**src/rtl/xlat_pkg.sv**
```systemverilog
package xlat_pkg;
  localparam int DEF_VA_W  = 14;
  localparam int DEF_OFS_W = 6;
  localparam int DEF_PA_W  = 12;
  localparam int DEF_SET_W = 2;
  localparam int DEF_WAYS  = 4;
endpackage

```
**src/rtl/xlat_store.sv**
```systemverilog
module xlat_store #(
  parameter int SETS  = 4,
  parameter int WAYS  = 4,
  parameter int TAG_W = 6,
  parameter int PPN_W = 6,
  localparam int SET_W = $clog2(SETS),
  localparam int WAY_W = $clog2(WAYS)
) (
  input  logic                         clk,
  input  logic                         rst_n,
  input  logic                         clr_all,
  input  logic                         wr_en,
  input  logic                         wr_repl,
  input  logic [SET_W-1:0]             wr_set,
  input  logic [WAY_W-1:0]             wr_way,
  input  logic [TAG_W-1:0]             wr_tag,
  input  logic [PPN_W-1:0]             wr_ppn,
  output logic [WAYS-1:0]              wr_set_vld,
  output logic [WAY_W-1:0]             wr_set_rr,
  input  logic [SET_W-1:0]             rd_set,
  output logic [WAYS-1:0]              rd_vld,
  output logic [WAYS-1:0][TAG_W-1:0]   rd_tag,
  output logic [WAYS-1:0][PPN_W-1:0]   rd_ppn
);
  logic [SETS-1:0][WAYS-1:0]              vld_q, vld_d;
  logic [SETS-1:0][WAY_W-1:0]             rr_q, rr_d;
  logic [SETS-1:0][WAYS-1:0][TAG_W-1:0]   tag_q;
  logic [SETS-1:0][WAYS-1:0][PPN_W-1:0]   ppn_q;
  logic                                   wr_go;

  assign wr_go = wr_en & ~clr_all;

  always_comb begin
    vld_d = vld_q;
    rr_d  = rr_q;
    if (clr_all) begin
      vld_d = '0;
      rr_d  = '0;
    end else if (wr_en) begin
      vld_d[wr_set][wr_way] = 1'b1;
      if (wr_repl) rr_d[wr_set] = rr_q[wr_set] + 1'b1;
    end
  end

  always_ff @(posedge clk or negedge rst_n) begin
    if (!rst_n) begin
      vld_q <= '0;
      rr_q  <= '0;
    end else begin
      vld_q <= vld_d;
      rr_q  <= rr_d;
    end
  end

  always_ff @(posedge clk) begin
    if (wr_go) begin
      tag_q[wr_set][wr_way] <= wr_tag;
      ppn_q[wr_set][wr_way] <= wr_ppn;
    end
  end

  assign wr_set_vld = vld_q[wr_set];
  assign wr_set_rr  = rr_q[wr_set];
  assign rd_vld     = vld_q[rd_set];
  assign rd_tag     = tag_q[rd_set];
  assign rd_ppn     = ppn_q[rd_set];

  assert_flush_empty_R8: assert property (@(posedge clk) disable iff (!rst_n)
    clr_all |=> ($countones(vld_q) == 0));

  assert_fill_lands_R5: assert property (@(posedge clk) disable iff (!rst_n)
    wr_go |=> vld_q[$past(wr_set)][$past(wr_way)]);

  assert_rr_steps_R6: assert property (@(posedge clk) disable iff (!rst_n)
    (wr_go && wr_repl) |=> (rr_q[$past(wr_set)] == WAY_W'($past(wr_set_rr) + 1'b1)));
endmodule

```
**src/rtl/xlat_victim.sv**
```systemverilog
module xlat_victim #(
  parameter int WAYS = 4,
  localparam int WAY_W = $clog2(WAYS)
) (
  input  logic [WAYS-1:0]  set_vld,
  input  logic [WAY_W-1:0] rr_ptr,
  output logic [WAY_W-1:0] victim,
  output logic             use_rr
);
  always_comb begin
    victim = rr_ptr;
    use_rr = 1'b1;
    for (int w = WAYS - 1; w >= 0; w--) begin
      if (!set_vld[w]) begin
        victim = WAY_W'(w);
        use_rr = 1'b0;
      end
    end
  end
endmodule

```
**src/rtl/xlat_match.sv**
```systemverilog
module xlat_match #(
  parameter int WAYS  = 4,
  parameter int TAG_W = 6,
  parameter int PPN_W = 6
) (
  input  logic [WAYS-1:0]             way_vld,
  input  logic [WAYS-1:0][TAG_W-1:0]  way_tag,
  input  logic [WAYS-1:0][PPN_W-1:0]  way_ppn,
  input  logic [TAG_W-1:0]            cmp_tag,
  output logic                        hit,
  output logic [PPN_W-1:0]            hit_ppn
);
  logic [WAYS-1:0] way_hit;

  for (genvar w = 0; w < WAYS; w++) begin : g_cmp
    assign way_hit[w] = way_vld[w] && (way_tag[w] == cmp_tag);
  end

  always_comb begin
    hit     = |way_hit;
    hit_ppn = '0;
    for (int w = 0; w < WAYS; w++) begin
      if (way_hit[w]) hit_ppn = way_ppn[w];
    end
  end
endmodule

```
**src/rtl/xlat_tlb.sv**
```systemverilog
module xlat_tlb
  import xlat_pkg::*;
#(
  parameter int VA_W  = DEF_VA_W,
  parameter int OFS_W = DEF_OFS_W,
  parameter int PA_W  = DEF_PA_W,
  parameter int SET_W = DEF_SET_W,
  parameter int WAYS  = DEF_WAYS,
  localparam int VPN_W = VA_W - OFS_W,
  localparam int TAG_W = VPN_W - SET_W,
  localparam int PPN_W = PA_W - OFS_W,
  localparam int SETS  = 1 << SET_W,
  localparam int WAY_W = $clog2(WAYS)
) (
  input  logic             clk,
  input  logic             rst_n,
  input  logic             lk_req,
  input  logic [VA_W-1:0]  lk_va,
  input  logic             fill_en,
  input  logic [VPN_W-1:0] fill_vpn,
  input  logic [PPN_W-1:0] fill_ppn,
  input  logic             inv_all,
  output logic             rsp_vld,
  output logic             rsp_hit,
  output logic [PA_W-1:0]  rsp_pa
);
  logic [SET_W-1:0] lk_set, fill_set;
  logic [TAG_W-1:0] lk_tag, fill_tag;
  logic             do_fill, same_set;

  assign lk_set   = lk_va[OFS_W+SET_W-1:OFS_W];
  assign lk_tag   = lk_va[VA_W-1:OFS_W+SET_W];
  assign fill_set = fill_vpn[SET_W-1:0];
  assign fill_tag = fill_vpn[VPN_W-1:SET_W];
  assign do_fill  = fill_en & ~inv_all;
  assign same_set = do_fill && (fill_set == lk_set);

  logic [WAYS-1:0]            f_vld;
  logic [WAY_W-1:0]           f_rr, vic_way;
  logic                       vic_repl;
  logic [WAYS-1:0]            l_vld, v_vld;
  logic [WAYS-1:0][TAG_W-1:0] l_tag, v_tag;
  logic [WAYS-1:0][PPN_W-1:0] l_ppn, v_ppn;
  logic                       m_hit;
  logic [PPN_W-1:0]           m_ppn;

  xlat_store #(.SETS(SETS), .WAYS(WAYS), .TAG_W(TAG_W), .PPN_W(PPN_W)) u_store (
    .clk(clk), .rst_n(rst_n), .clr_all(inv_all),
    .wr_en(do_fill), .wr_repl(vic_repl), .wr_set(fill_set), .wr_way(vic_way),
    .wr_tag(fill_tag), .wr_ppn(fill_ppn),
    .wr_set_vld(f_vld), .wr_set_rr(f_rr),
    .rd_set(lk_set), .rd_vld(l_vld), .rd_tag(l_tag), .rd_ppn(l_ppn)
  );

  xlat_victim #(.WAYS(WAYS)) u_victim (
    .set_vld(f_vld), .rr_ptr(f_rr), .victim(vic_way), .use_rr(vic_repl)
  );

  // Lookup view of its set with a same-cycle fill already applied.
  for (genvar w = 0; w < WAYS; w++) begin : g_view
    logic ovr;
    assign ovr      = same_set && (vic_way == WAY_W'(w));
    assign v_vld[w] = ovr ? 1'b1     : l_vld[w];
    assign v_tag[w] = ovr ? fill_tag : l_tag[w];
    assign v_ppn[w] = ovr ? fill_ppn : l_ppn[w];
  end

  xlat_match #(.WAYS(WAYS), .TAG_W(TAG_W), .PPN_W(PPN_W)) u_match (
    .way_vld(v_vld), .way_tag(v_tag), .way_ppn(v_ppn), .cmp_tag(lk_tag),
    .hit(m_hit), .hit_ppn(m_ppn)
  );

  logic            vld_d, hit_d;
  logic [PA_W-1:0] pa_d;

  always_comb begin
    vld_d = lk_req;
    hit_d = lk_req & ~inv_all & m_hit;
    pa_d  = hit_d ? {m_ppn, lk_va[OFS_W-1:0]} : '0;
  end

  always_ff @(posedge clk or negedge rst_n) begin
    if (!rst_n) begin
      rsp_vld <= 1'b0;
      rsp_hit <= 1'b0;
      rsp_pa  <= '0;
    end else begin
      rsp_vld <= vld_d;
      rsp_hit <= hit_d;
      if (lk_req) rsp_pa <= pa_d;
    end
  end

  assert_rsp_follows_R3: assert property (@(posedge clk) disable iff (!rst_n)
    lk_req |=> rsp_vld);

  assert_hit_needs_vld_R3: assert property (@(posedge clk) disable iff (!rst_n)
    rsp_hit |-> rsp_vld);

  assert_offset_kept_R2: assert property (@(posedge clk) disable iff (!rst_n)
    lk_req |=> (!rsp_hit || (rsp_pa[OFS_W-1:0] == $past(lk_va[OFS_W-1:0]))));

  assert_flush_miss_R8: assert property (@(posedge clk) disable iff (!rst_n)
    inv_all |=> !rsp_hit);
endmodule

```
**config.mk**
```make
export PLATFORM = sky130hd
export DESIGN_NAME = xlat_tlb
export DESIGN_NICKNAME = d
export VERILOG_FILES = /design/src/rtl/xlat_pkg.sv /design/src/rtl/xlat_store.sv /design/src/rtl/xlat_victim.sv /design/src/rtl/xlat_match.sv /design/src/rtl/xlat_tlb.sv
export SDC_FILE = /design/constraint.sdc
export NUM_CORES = 1
export LEC_CHECK = 0
export ABC_AREA = 1
export BUFFER_PORTS_ARGS = -buffer_cell sky130_fd_sc_hd__buf_4
export CAP_MARGIN = 20
export CORE_MARGIN = 2
export CORE_UTILIZATION = 55
export DETAILED_ROUTE_END_ITERATION = 6
export PLACE_DENSITY = 0.72
export SLEW_MARGIN = 40
export SYNTH_ARGS = -nofsm -noshare
export SYNTH_HDL_FRONTEND = slang
export SYNTH_SLANG_ARGS = --single-unit
```
**constraint.sdc**
```tcl
create_clock -name clk -period 3.7 [get_ports clk]
set_input_delay 0.555 -clock clk [delete_from_list [all_inputs] [get_ports clk]]
set_output_delay 0.555 -clock clk [all_outputs]
set_load 0.02 [all_outputs]
```
==> impl_metrics.csv, run 1 <==
group,metric,value,unit
clock_tree,cts_sinks,230,
routing,drtIter0Drc,660,
power,power_density,457,mW/mm2
clock_tree,post_cts_buffers,0,
routing,num_vias,8134,
logic_synthesis,synth_edf_count,192,
finish,drive_above_1_share,0.163,
clock_tree,postCtsHoldBufs,0,
sta,final.min_clock_period,2860,ps
power,clkPwrFrac,0.402,
routing,drtPass1Iterations,5,
power,seqPwrFrac,0.509,
floorplan,core_area,0.0193,mm2
power,p_leak,4.91,nW
place,place_hpwl,16800,um
clock_tree,cts.reportedPaths.clkPinSlew,60,ps
worst_setup_path,arrival,3270,ps
sta,worst_slew_pin_slew,836,ps
finish,area_delta_synth_final,13.2,%
routing,via_per_inst,5.80,
power,p_sw,1.34,mW
clock_tree,cts-root-buf,"clkbuf_16",
sta,rsz0062_at_grt,"false",
logic_synthesis,seq_area_frac_synth,0.622,
min_path,min_path_type,"in2async",
worst_setup_path,worstSetupPathType,"reg2reg",
floorplan,die_h,144,um
sta,finalHoldViolations,3,
finish,multi_input_area,0.00357,mm2
logic_synthesis,syn_nets,1098,
sta,slew_headroom,0.443,
logic_synthesis,synth_common_cells,"nand2_1 (242), edfxtp_1 (192), nor2_1 (119)",
floorplan,die_area,0.0208,mm2
logic_synthesis,synth_top_area_frac,0.534,
routing,wl,26800,um
global_route,grt_pass1_wl,41800,um
finish,fin_nets,1152,
power,peakVddDrop,0.000348,V
place,io_buffers,46,
finish,seq_area,0.00672,mm2
clock_tree,htreeDepth,1,
worst_setup_path,startpoint_type,"flip-flop",
finish,nFillCells,1563,
logic_synthesis,ys_seq_elements,230,
clock_tree,clockBufferDepth,3,
global_route,grt_max_degree,111,
sta,finClkSkew,9.75,ps
power,swShare,0.240,
routing,wl_per_cell,19.1,um
floorplan,initial_core_util,0.558,
floorplan,rows,51,
floorplan,die_w,144,um
logic_synthesis,netlist_area,0.0108,mm2
status,outcome,"finished, violations left",
logic_synthesis,ys_dominant_reg_cell,"edfxtp_1",
place,place_congestion,0.971,
status,violations,"negative hold slack",
place,place_ws,435,ps
logic_synthesis,synth_top_area_cell,"edfxtp_1",
global_route,antenna_found_initial,0,
worst_setup_path,required,4110,ps
sta,finalSetupViolations,0,
routing,antenna_left,0,
power,p_int,4.24,mW
sta,slew_violations,0,
floorplan,num_io_pins,47,
power,power_frac_comb,0.089,
flow_run,maxCapViolCount,0,
routing,drc,0,
clock_tree,tritoncts,"done",
worst_setup_path,cp_max_fo,22,
clock_tree,clk_latency,520,ps
clock_tree,cts.repair.resized,0,
global_route,overflow,0,
logic_synthesis,yosysUniqueCellTypes,40,
logic_synthesis,synth.most_common_cell,"nand2_1",
sta,max_freq,350,MHz
sta,finalSetupTns,0,ps
worst_setup_path,endpoint_kind,"flip-flop",
global_route,grt_pass1_vias,7541,
logic_synthesis,yosys_warnings,0,
power,fin_total_pwr,5.58,mW
sta,holdWs,-1.71,ps
logic_synthesis,syn_area_per_cell,10.1,um2
logic_synthesis,syn_inst,1065,
finish,num_antenna_cells,0,
sta,min_period_over_period,0.772,
clock_tree,numCtsBuffers,25,
global_route,grt_use_total,0.265,
logic_synthesis,ys_async_sr_fraction,0.165,
sta,setup_ws,842,ps
logic_synthesis,synth.area.top_cells,"edfxtp_1 (53%), dfrtp_1 (8.8%), nand2_1 (8.4%)",
[flip-flops by register name, summed over array words and instances, names as in the netlist]
signal	cells
u_store.ppn_q	96
u_store.tag_q	96
u_store.vld_q	16
rsp_pa	12
u_store.rr_q	8
rsp_hit	1
rsp_vld	1
[worst max-delay path: stages (launching register included)]
cell and delay [ps]:
dfrtp_1 400, nand3_1 100, nand2_1 90, nor2_4 160, nand3_4 110, nand2_4 210
nand4_4 350, nand2_1 180, nand2_1 80, nand2_1 90, nand4_1 90, nor2_1 430
nand3_1 160, nand3_1 120, nand2_1 50, nand2_1 70, nand2_1 50
[area by class of cell]
type / count / share of cell area
inverter: 66 / 0.0205
timing repair buffer: 78 / 0.0499
clock inverter: 15 / 0.00819
tap: 265 / 0.0271
sequential: 230 / 0.549
multi-input combinational: 718 / 0.292
clock buffer: 31 / 0.0530
[placed cells by master, fill, tap and decap left out, types with 6 or more instances in the layout]
cell type    n
nor2_4       7
nand2_1    242
o221ai_1     6
nand3_1     88
clkbuf_16   25
buf_4       76
o21ai_0    100
clkbuf_1     6
nor2_1     119
or2_2       33
o22ai_1     31
a21oi_1     31
a32oi_1     14
edfxtp_1   192
dfrtp_1     38
nand4_1      7
inv_1       59
[layer usage]
layer | track usage | part of all wire | vias up
met3 | 0.0371 | 0.076 | 52
met1 | 0.378 | 0.43 | 3898
li1 | - | - | 3819
met5 | 0 | 0 | -
met4 | 0.0774 | 0.024 | 0
met2 | 0.427 | 0.47 | 365
[stage by stage]
stage | hold slack, ps | utilization | cell area (um2) | std cells
2_1_floorplan | 259 | - | 10800 | 1065
3_3_place_gp | 466 | 0.593 | 11500 | 1357
3_5_place_dp | 471 | 0.593 | 11500 | 1357
4_1_cts | 15.1 | 0.632 | 12200 | 1403
5_1_grt | 33.6 | 0.632 | 12200 | 1403
6_report | -1.71 | 0.632 | 12200 | 1403
[power groups by stage]
stage | clock [mW] | sequential [mW] | combinational [mW]
after floorplan | 0 | 2.90 | 0.303
after global placement | 0 | 2.89 | 0.481
after detailed placement | 0 | 2.89 | 0.487
after CTS | 2.29 | 2.84 | 0.489
after global routing | 2.39 | 2.84 | 0.548
final | 2.24 | 2.84 | 0.496
[path summary, 6_finish.rpt]
path | startpoint | end | slack (ps) | depth (start not counted)
max | u_store.rr_q[3] | rsp_pa[6] | 840 | 16
min | rst_n | u_store.rr_q[4] | -2 | 1
max reg2reg | u_store.rr_q[3] | rsp_pa[6] | 840 | 16
min reg2reg | rsp_pa[0] | rsp_pa[0] | 480 | 2
max in group asynchronous | rst_n | rsp_pa[1] | 3330 | 1
min in group clk | lk_req | rsp_vld | 150 | 1
[logic make-up after synthesis]
logic type,synth area share
xor gates and xnor gates,0.00243
buffers and inverters,0.0478
AOI/OAI and AO/OA,0.104
and+or+nand+nor,0.224
DFF,0.622
(Power assumes the default switching activity.)
==> run 2: changes to the inputs <==
--- a/config.mk
+++ b/config.mk
@@ -5,13 +5,13 @@
 export SDC_FILE = /design/constraint.sdc
 export NUM_CORES = 1
 export LEC_CHECK = 0
-export ABC_AREA = 1
+export ABC_AREA = 0
 export BUFFER_PORTS_ARGS = -buffer_cell sky130_fd_sc_hd__buf_4
 export CAP_MARGIN = 20
 export CORE_MARGIN = 2
 export CORE_UTILIZATION = 55
 export DETAILED_ROUTE_END_ITERATION = 6
-export PLACE_DENSITY = 0.72
+export PLACE_DENSITY = 0.75
 export SLEW_MARGIN = 40
 export SYNTH_ARGS = -nofsm -noshare
 export SYNTH_HDL_FRONTEND = slang
==> constraint.sdc (replaced) <==
create_clock -name clk -period 2.51 [get_ports clk]
set_input_delay 0.3765 -clock clk [delete_from_list [all_inputs] [get_ports clk]]
set_output_delay 0.3765 -clock clk [all_outputs]
set_load 0.02 [all_outputs]
==> impl_metrics.csv, run 2 <==
group,metric,value,unit
finish,final_area,0.0124,mm2
worst_setup_path,arrival,3350,ps
power,power_density,661,mW/mm2
routing,via_per_inst,6.15,
logic_synthesis,ys_async_sr_fraction,0.165,
finish,final_core_util,0.691,
worst_setup_path,required,2900,ps
power,swShare,0.210,
status,outcome,"finished, violations left",
sta,final.min_clock_period,2960,ps
status,violations,"negative setup slack",
floorplan,num_io_pins,47,
place,io_buffers,46,
global_route,grt_pass1_vias,6359,
power,p_sw,1.72,mW
clock_tree,numCtsBuffers,24,
floorplan,die_h,139,um
power,peakVddDrop,0.000569,V
sta,finClkSkew,18.9,ps
logic_synthesis,synth_top_area_frac,0.573,
global_route,antenna_found_initial,0,
logic_synthesis,synth.area.top_cells,"edfxtp_1 (57%), mux4_2 (13%), dfrtp_1 (9.4%)",
place,place_congestion,0.945,
sta,slew_headroom,0.637,
finish,final_common_cell,"edfxtp_1",
logic_synthesis,yosysUniqueCellTypes,63,
logic_synthesis,ys_dominant_reg_cell,"edfxtp_1",
power,clkPwrFrac,0.422,
worst_setup_path,cp_max_fo,11,
place,placed_area,0.0114,mm2
sta,slew_violations,0,
global_route,overflow,0,
logic_synthesis,synth.most_common_cell,"edfxtp_1",
worst_setup_path,endpoint_kind,"flip-flop",
floorplan,die_area,0.0194,mm2
finish,num_antenna_cells,0,
sta,finalSetupViolations,13,
logic_synthesis,ys_seq_elements,230,
logic_synthesis,synth_top_area_cell,"edfxtp_1",
worst_setup_path,worstSetupPathType,"reg2reg",
floorplan,initial_core_util,0.560,
finish,fin_nets,777,
sta,setup_ws,-450,ps
floorplan,core_area,0.0180,mm2
logic_synthesis,syn_area_per_cell,17.2,um2
global_route,grt_max_degree,39,
routing,wl_per_cell,23.8,um
routing,drtIter0Drc,612,
worst_setup_path,startpoint_type,"flip-flop",
sta,finalHoldViolations,0,
clock_tree,clk_latency,520,ps
floorplan,die_w,139,um
sta,max_freq,338,MHz
power,seqPwrFrac,0.509,
logic_synthesis,syn_nets,617,
routing,wl,23500,um
global_route,grt_pass1_wl,36900,um
logic_synthesis,syn_inst,584,
routing,antenna_left,0,
finish,drive_above_1_share,0.387,
logic_synthesis,synth_common_cells,"edfxtp_1 (192), mux4_2 (58), dfrtp_1 (38)",
sta,rsz0062_at_grt,"true",
power,power_frac_comb,0.068,
finish,layout_common_cells,"edfxtp_1 (192), buf_4 (150), mux4_2 (58)",
clock_tree,cts-root-buf,"clkbuf_16",
logic_synthesis,netlist_area,0.0101,mm2
clock_tree,cts.reportedPaths.clkPinSlew,60,ps
routing,num_vias,6073,
power,p_int,6.47,mW
routing,drc,0,
clock_tree,cts_sinks,230,
place,place_hpwl,15800,um
finish,area_delta_synth_final,23.2,%
floorplan,rows,49,
finish,reg_top3,"u_store.ppn_q x96, u_store.tag_q x96, u_store.vld_q x16",
clock_tree,htreeDepth,1,
routing,drtPass1Iterations,4,
min_path,min_path_type,"in2reg",
logic_synthesis,synth_edf_count,192,
clock_tree,tritoncts,"done",
clock_tree,clockBufferDepth,3,
power,p_leak,4.48,nW
logic_synthesis,seq_area_frac_synth,0.667,
sta,min_period_over_period,1.18,
logic_synthesis,yosys_warnings,0,
sta,worst_slew_pin_slew,543,ps
global_route,grt_use_total,0.247,
flow_run,maxCapViolCount,0,
run 2: cell count changes after synthesis, sizes merged, moves of 12 or more:
cell    previous run  this run
mux2i              0        28
mux4               0        58
clkbuf            36        12
a32oi             14         0
xnor2              1        22
nor2             129        36
o21ai            103         5
inv               64        24
nand2            252        15
or2               33         8
a21oi             31         7
o22ai             31        19
nand3             94         5
run 2: final cells by class:
type	instances	area, um2
flip-flops and latches	230	6720
fillers	1124	5560
multi-input cells	296	3170
repair buffers	167	1370
clock buffers	28	616
well taps	229	287
clock inverters	13	153
inverters	25	93.8
run 2: power by group through the flow:
stage	sequential (mW)	combinational (mW)	clock (mW)
6_report	4.18	0.558	3.46
5_1_grt	4.18	0.598	3.67
4_1_cts	4.18	0.551	3.51
3_5_place_dp	4.25	0.539	0
3_3_place_gp	4.25	0.524	0
2_1_floorplan	4.26	0.288	0
run 2: worst paths after layout:
path	end	slack [ps]	from	depth (start not counted)
max	rsp_pa[10]	-450	u_store.rr_q[4]	9
min reg2reg	rsp_pa[4]	520	rsp_pa[4]	1
min	rsp_vld	40	lk_req	1
max reg2reg	rsp_pa[10]	-450	u_store.rr_q[4]	9
min in group asynchronous	u_store.vld_q[1]	380	rst_n	2
max in group asynchronous	rsp_pa[10]	1770	rst_n	2
run 2: through the flow:
stage                     setup slack, ps  std cells  setup TNS, ps  hold slack (ps)  total power [mW]
final                                -450        988          -5250             35.7              8.20
after global routing                 -522        988          -6810             24.0              8.45
after CTS                            -401        982          -4850             27.8              8.23
after detailed placement             -894        929         -10570              384              4.79
after global placement               -819        929          -9490              355              4.78
after floorplan                      -315        584          -3660             80.9              4.54
run 2: what timing repair did:
action,CTS,global route
endpoints found under the setup margin,13,13
buffers inserted,11,6
hold buffers,1,0
pin swaps,12,16
resized for setup,13,18
endpoints found under the hold margin,38,0
run 2: cells by family after synthesis:
group                     synth area share
AOI/OAI and AO/OA                   0.0581
xor gates and xnor gates            0.0269
buffers and inverters               0.0291
DFF                                  0.667
muxes                                0.159
and+or+nand+nor                     0.0599
run 2: metal layers:
layer,share of wire,vias up,track usage,routed length [um]
met2,0.48,259,0.402,11400
met1,0.42,3125,0.350,9790
met5,0,-,0,0
met4,0.034,0,0.0755,788
li1,-,2631,-,-
met3,0.067,58,0.0423,1560
run 2: worst max-delay path, stage by stage, from the launching register on:
cell      delay (ps)
dfrtp_1          410
mux4_2           540
nand3b_1         270
a211oi_4         410
buf_6            180
buf_8            140
mux2_2           340
o21ai_0          180
o21ai_0          110
a32o_1           270
==> run 3: changes to the inputs <==
--- a/config.mk
+++ b/config.mk
@@ -9,9 +9,9 @@
 export BUFFER_PORTS_ARGS = -buffer_cell sky130_fd_sc_hd__buf_4
 export CAP_MARGIN = 20
 export CORE_MARGIN = 2
-export CORE_UTILIZATION = 55
+export CORE_UTILIZATION = 35
 export DETAILED_ROUTE_END_ITERATION = 6
-export PLACE_DENSITY = 0.75
+export GPL_TIMING_DRIVEN = 0
 export SLEW_MARGIN = 40
 export SYNTH_ARGS = -nofsm -noshare
 export SYNTH_HDL_FRONTEND = slang
==> impl_metrics.csv, run 3 (synthesis gave the netlist of run 2 again) <==
group,metric,value,unit
global_route,overflow,0,
worst_setup_path,critical_path.startpoint,"u_store.vld_q[15]",
place,placed_area,0.0109,mm2
finish,drive_above_1_share,0.338,
worst_setup_path,worstSetupPathType,"reg2reg",
sta,worst_slew_pin_slew,861,ps
floorplan,die_w,174,um
min_path,min_path_type,"in2reg",
global_route,antenna_found_initial,0,
routing,via_per_inst,5.33,
floorplan,num_io_pins,47,
finish,fin_cells,1088,
sta,max_freq,344,MHz
routing,wl_per_cell,22.6,um
sta,min_period_over_period,1.16,
finish,fin_nets,719,
global_route,grt_use_total,0.163,
worst_setup_path,required,2950,ps
clock_tree,clk_latency,520,ps
finish,area_delta_synth_final,20.9,%
global_route,grt_max_degree,39,
routing,drc,0,
worst_setup_path,endpoint_kind,"flip-flop",
routing,num_vias,5794,
clock_tree,numCtsBuffers,24,
place,place_congestion,0.887,
sta,finalHoldViolations,0,
floorplan,die_h,174,um
clock_tree,cts.reportedPaths.clkPinSlew,60,ps
floorplan,rows,62,
worst_setup_path,cp_max_fo,6,
routing,wl,24500,um
power,fin_total_pwr,7.91,mW
finish,num_antenna_cells,0,
finish,reg_top3,"u_store.ppn_q x96, u_store.tag_q x96, u_store.vld_q x16",
status,violations,"negative setup slack",
sta,rsz0062_at_grt,"true",
sta,finalSetupViolations,13,
worst_setup_path,startpoint_type,"flip-flop",
worst_setup_path,regToRegSetupSlack,-390,ps
sta,setup_ws,-393,ps
power,p_leak,4.12,nW
worst_setup_path,reg2reg_to,"rsp_pa[6]",
clock_tree,cts-root-buf,"clkbuf_16",
global_route,grt_pass1_vias,6159,
place,place_ws,-1090,ps
sta,slew_violations,0,
sta,finClkSkew,16.3,ps
clock_tree,cts_sinks,230,
place,place_hpwl,15600,um
sta,slew_headroom,0.426,
routing,drtPass1Iterations,5,
status,outcome,"finished, violations left",
routing,antenna_left,0,
worst_setup_path,arrival,3340,ps
floorplan,die_area,0.0301,mm2
power,peakVddDrop,0.000508,V
worst_setup_path,worstReg2RegStart,"u_store.vld_q[15]",
worst_setup_path,reg2reg_depth,11,
global_route,grt_pass1_wl,37600,um
finish,layout_common_cells,"edfxtp_1 (192), buf_4 (69), mux4_2 (58)",
finish,final_area,0.0122,mm2
clock_tree,clockBufferDepth,3,
clock_tree,tritoncts,"done",
place,dpl.cell_count,1004,
floorplan,initial_core_util,0.354,
power,power_density,649,mW/mm2
place,io_buffers,36,
sta,final.min_clock_period,2900,ps
clock_tree,htreeDepth,1,
finish,final_common_cell,"edfxtp_1",
flow_run,maxCapViolCount,0,
worst_setup_path,cp-endpoint,"rsp_pa[6]",
floorplan,core_area,0.0285,mm2
routing,drtIter0Drc,506,
## run 3: cell types whose count changed in the layout (fill, tap and decap cells not counted), sizes merged
cell,delta
clkinv,+6
buf,-70
bufinv,-3
clkinvlp,-2
clkbuf,+14
## run 3: what timing repair did
| action | in CTS | in global routing |
|---|---|---|
| pin swaps | 16 | 13 |
| hold buffers | 1 | 0 |
| endpoints found under the hold margin | 38 | 0 |
| resized for setup | 32 | 10 |
| buffers inserted | 26 | 15 |
| gates cloned | 0 | 0 |
| endpoints found under the setup margin | 157 | 168 |
## run 3: metal layers
metal / global-route usage / vias up / routed length (um)
met1: 0.219 / 3032 / 10500
met2: 0.272 / 191 / 12000
met4: 0.0599 / 0 / 798
li1: - / 2514 / -
met5: 0 / - / 0
met3: 0.0215 / 57 / 1240
## run 3: worst min-delay path by stage
stage                     startpoint  depth (start not counted)                 to  slack [ps]
final                         lk_req                          1            rsp_vld          20
after global routing          lk_req                          1            rsp_vld          10
after CTS                     lk_req                          1            rsp_vld           2
after detailed placement       rst_n                          1  u_store.vld_q[10]         380
after global placement         rst_n                          1   u_store.vld_q[2]         370
after floorplan                rst_n                          0            rsp_hit          80
## run 3: worst max-delay path, cell delays in order, from the launching register on
cell and delay [ps]:
dfrtp_1 390, mux4_2 560, buf_6 160, nor3b_4 160, a31oi_4 220, buf_8 150
mux2i_2 210, xor2_1 250, nand4_4 150, nand2b_4 200, or2_0 230, a31oi_1 150
## run 3: cell type report
| cell class | instances | area (um2) |
|---|---|---|
| inverters | 25 | 93.8 |
| well taps | 384 | 480 |
| clock inverters | 14 | 78.8 |
| plain buffers | 31 | 205 |
| multi-input cells | 296 | 3270 |
| clock buffers | 30 | 633 |
| fillers | 2495 | 16300 |
| flip-flops and latches | 230 | 6720 |
| repair buffers | 78 | 698 |
## run 3: where the power goes
group / internal [mW] / leakage (nW) / switching [mW]
logic: 0.202 / 1.51 / 0.313
clock network: 1.79 / 0.353 / 1.42
registers: 4.17 / 2.26 / 0.00906
total: 6.16 / 4.12 / 1.74
## run 3: per-stage QoR
step           hold WS, ps   util  setup TNS, ps
5_1_grt               12.5  0.428          -6380
3_3_place_gp           366  0.381        -133660
6_report              19.7  0.428          -4840
4_1_cts               2.24  0.420          -6400
3_5_place_dp           379  0.383         -77730
2_1_floorplan         80.9      -          -3660
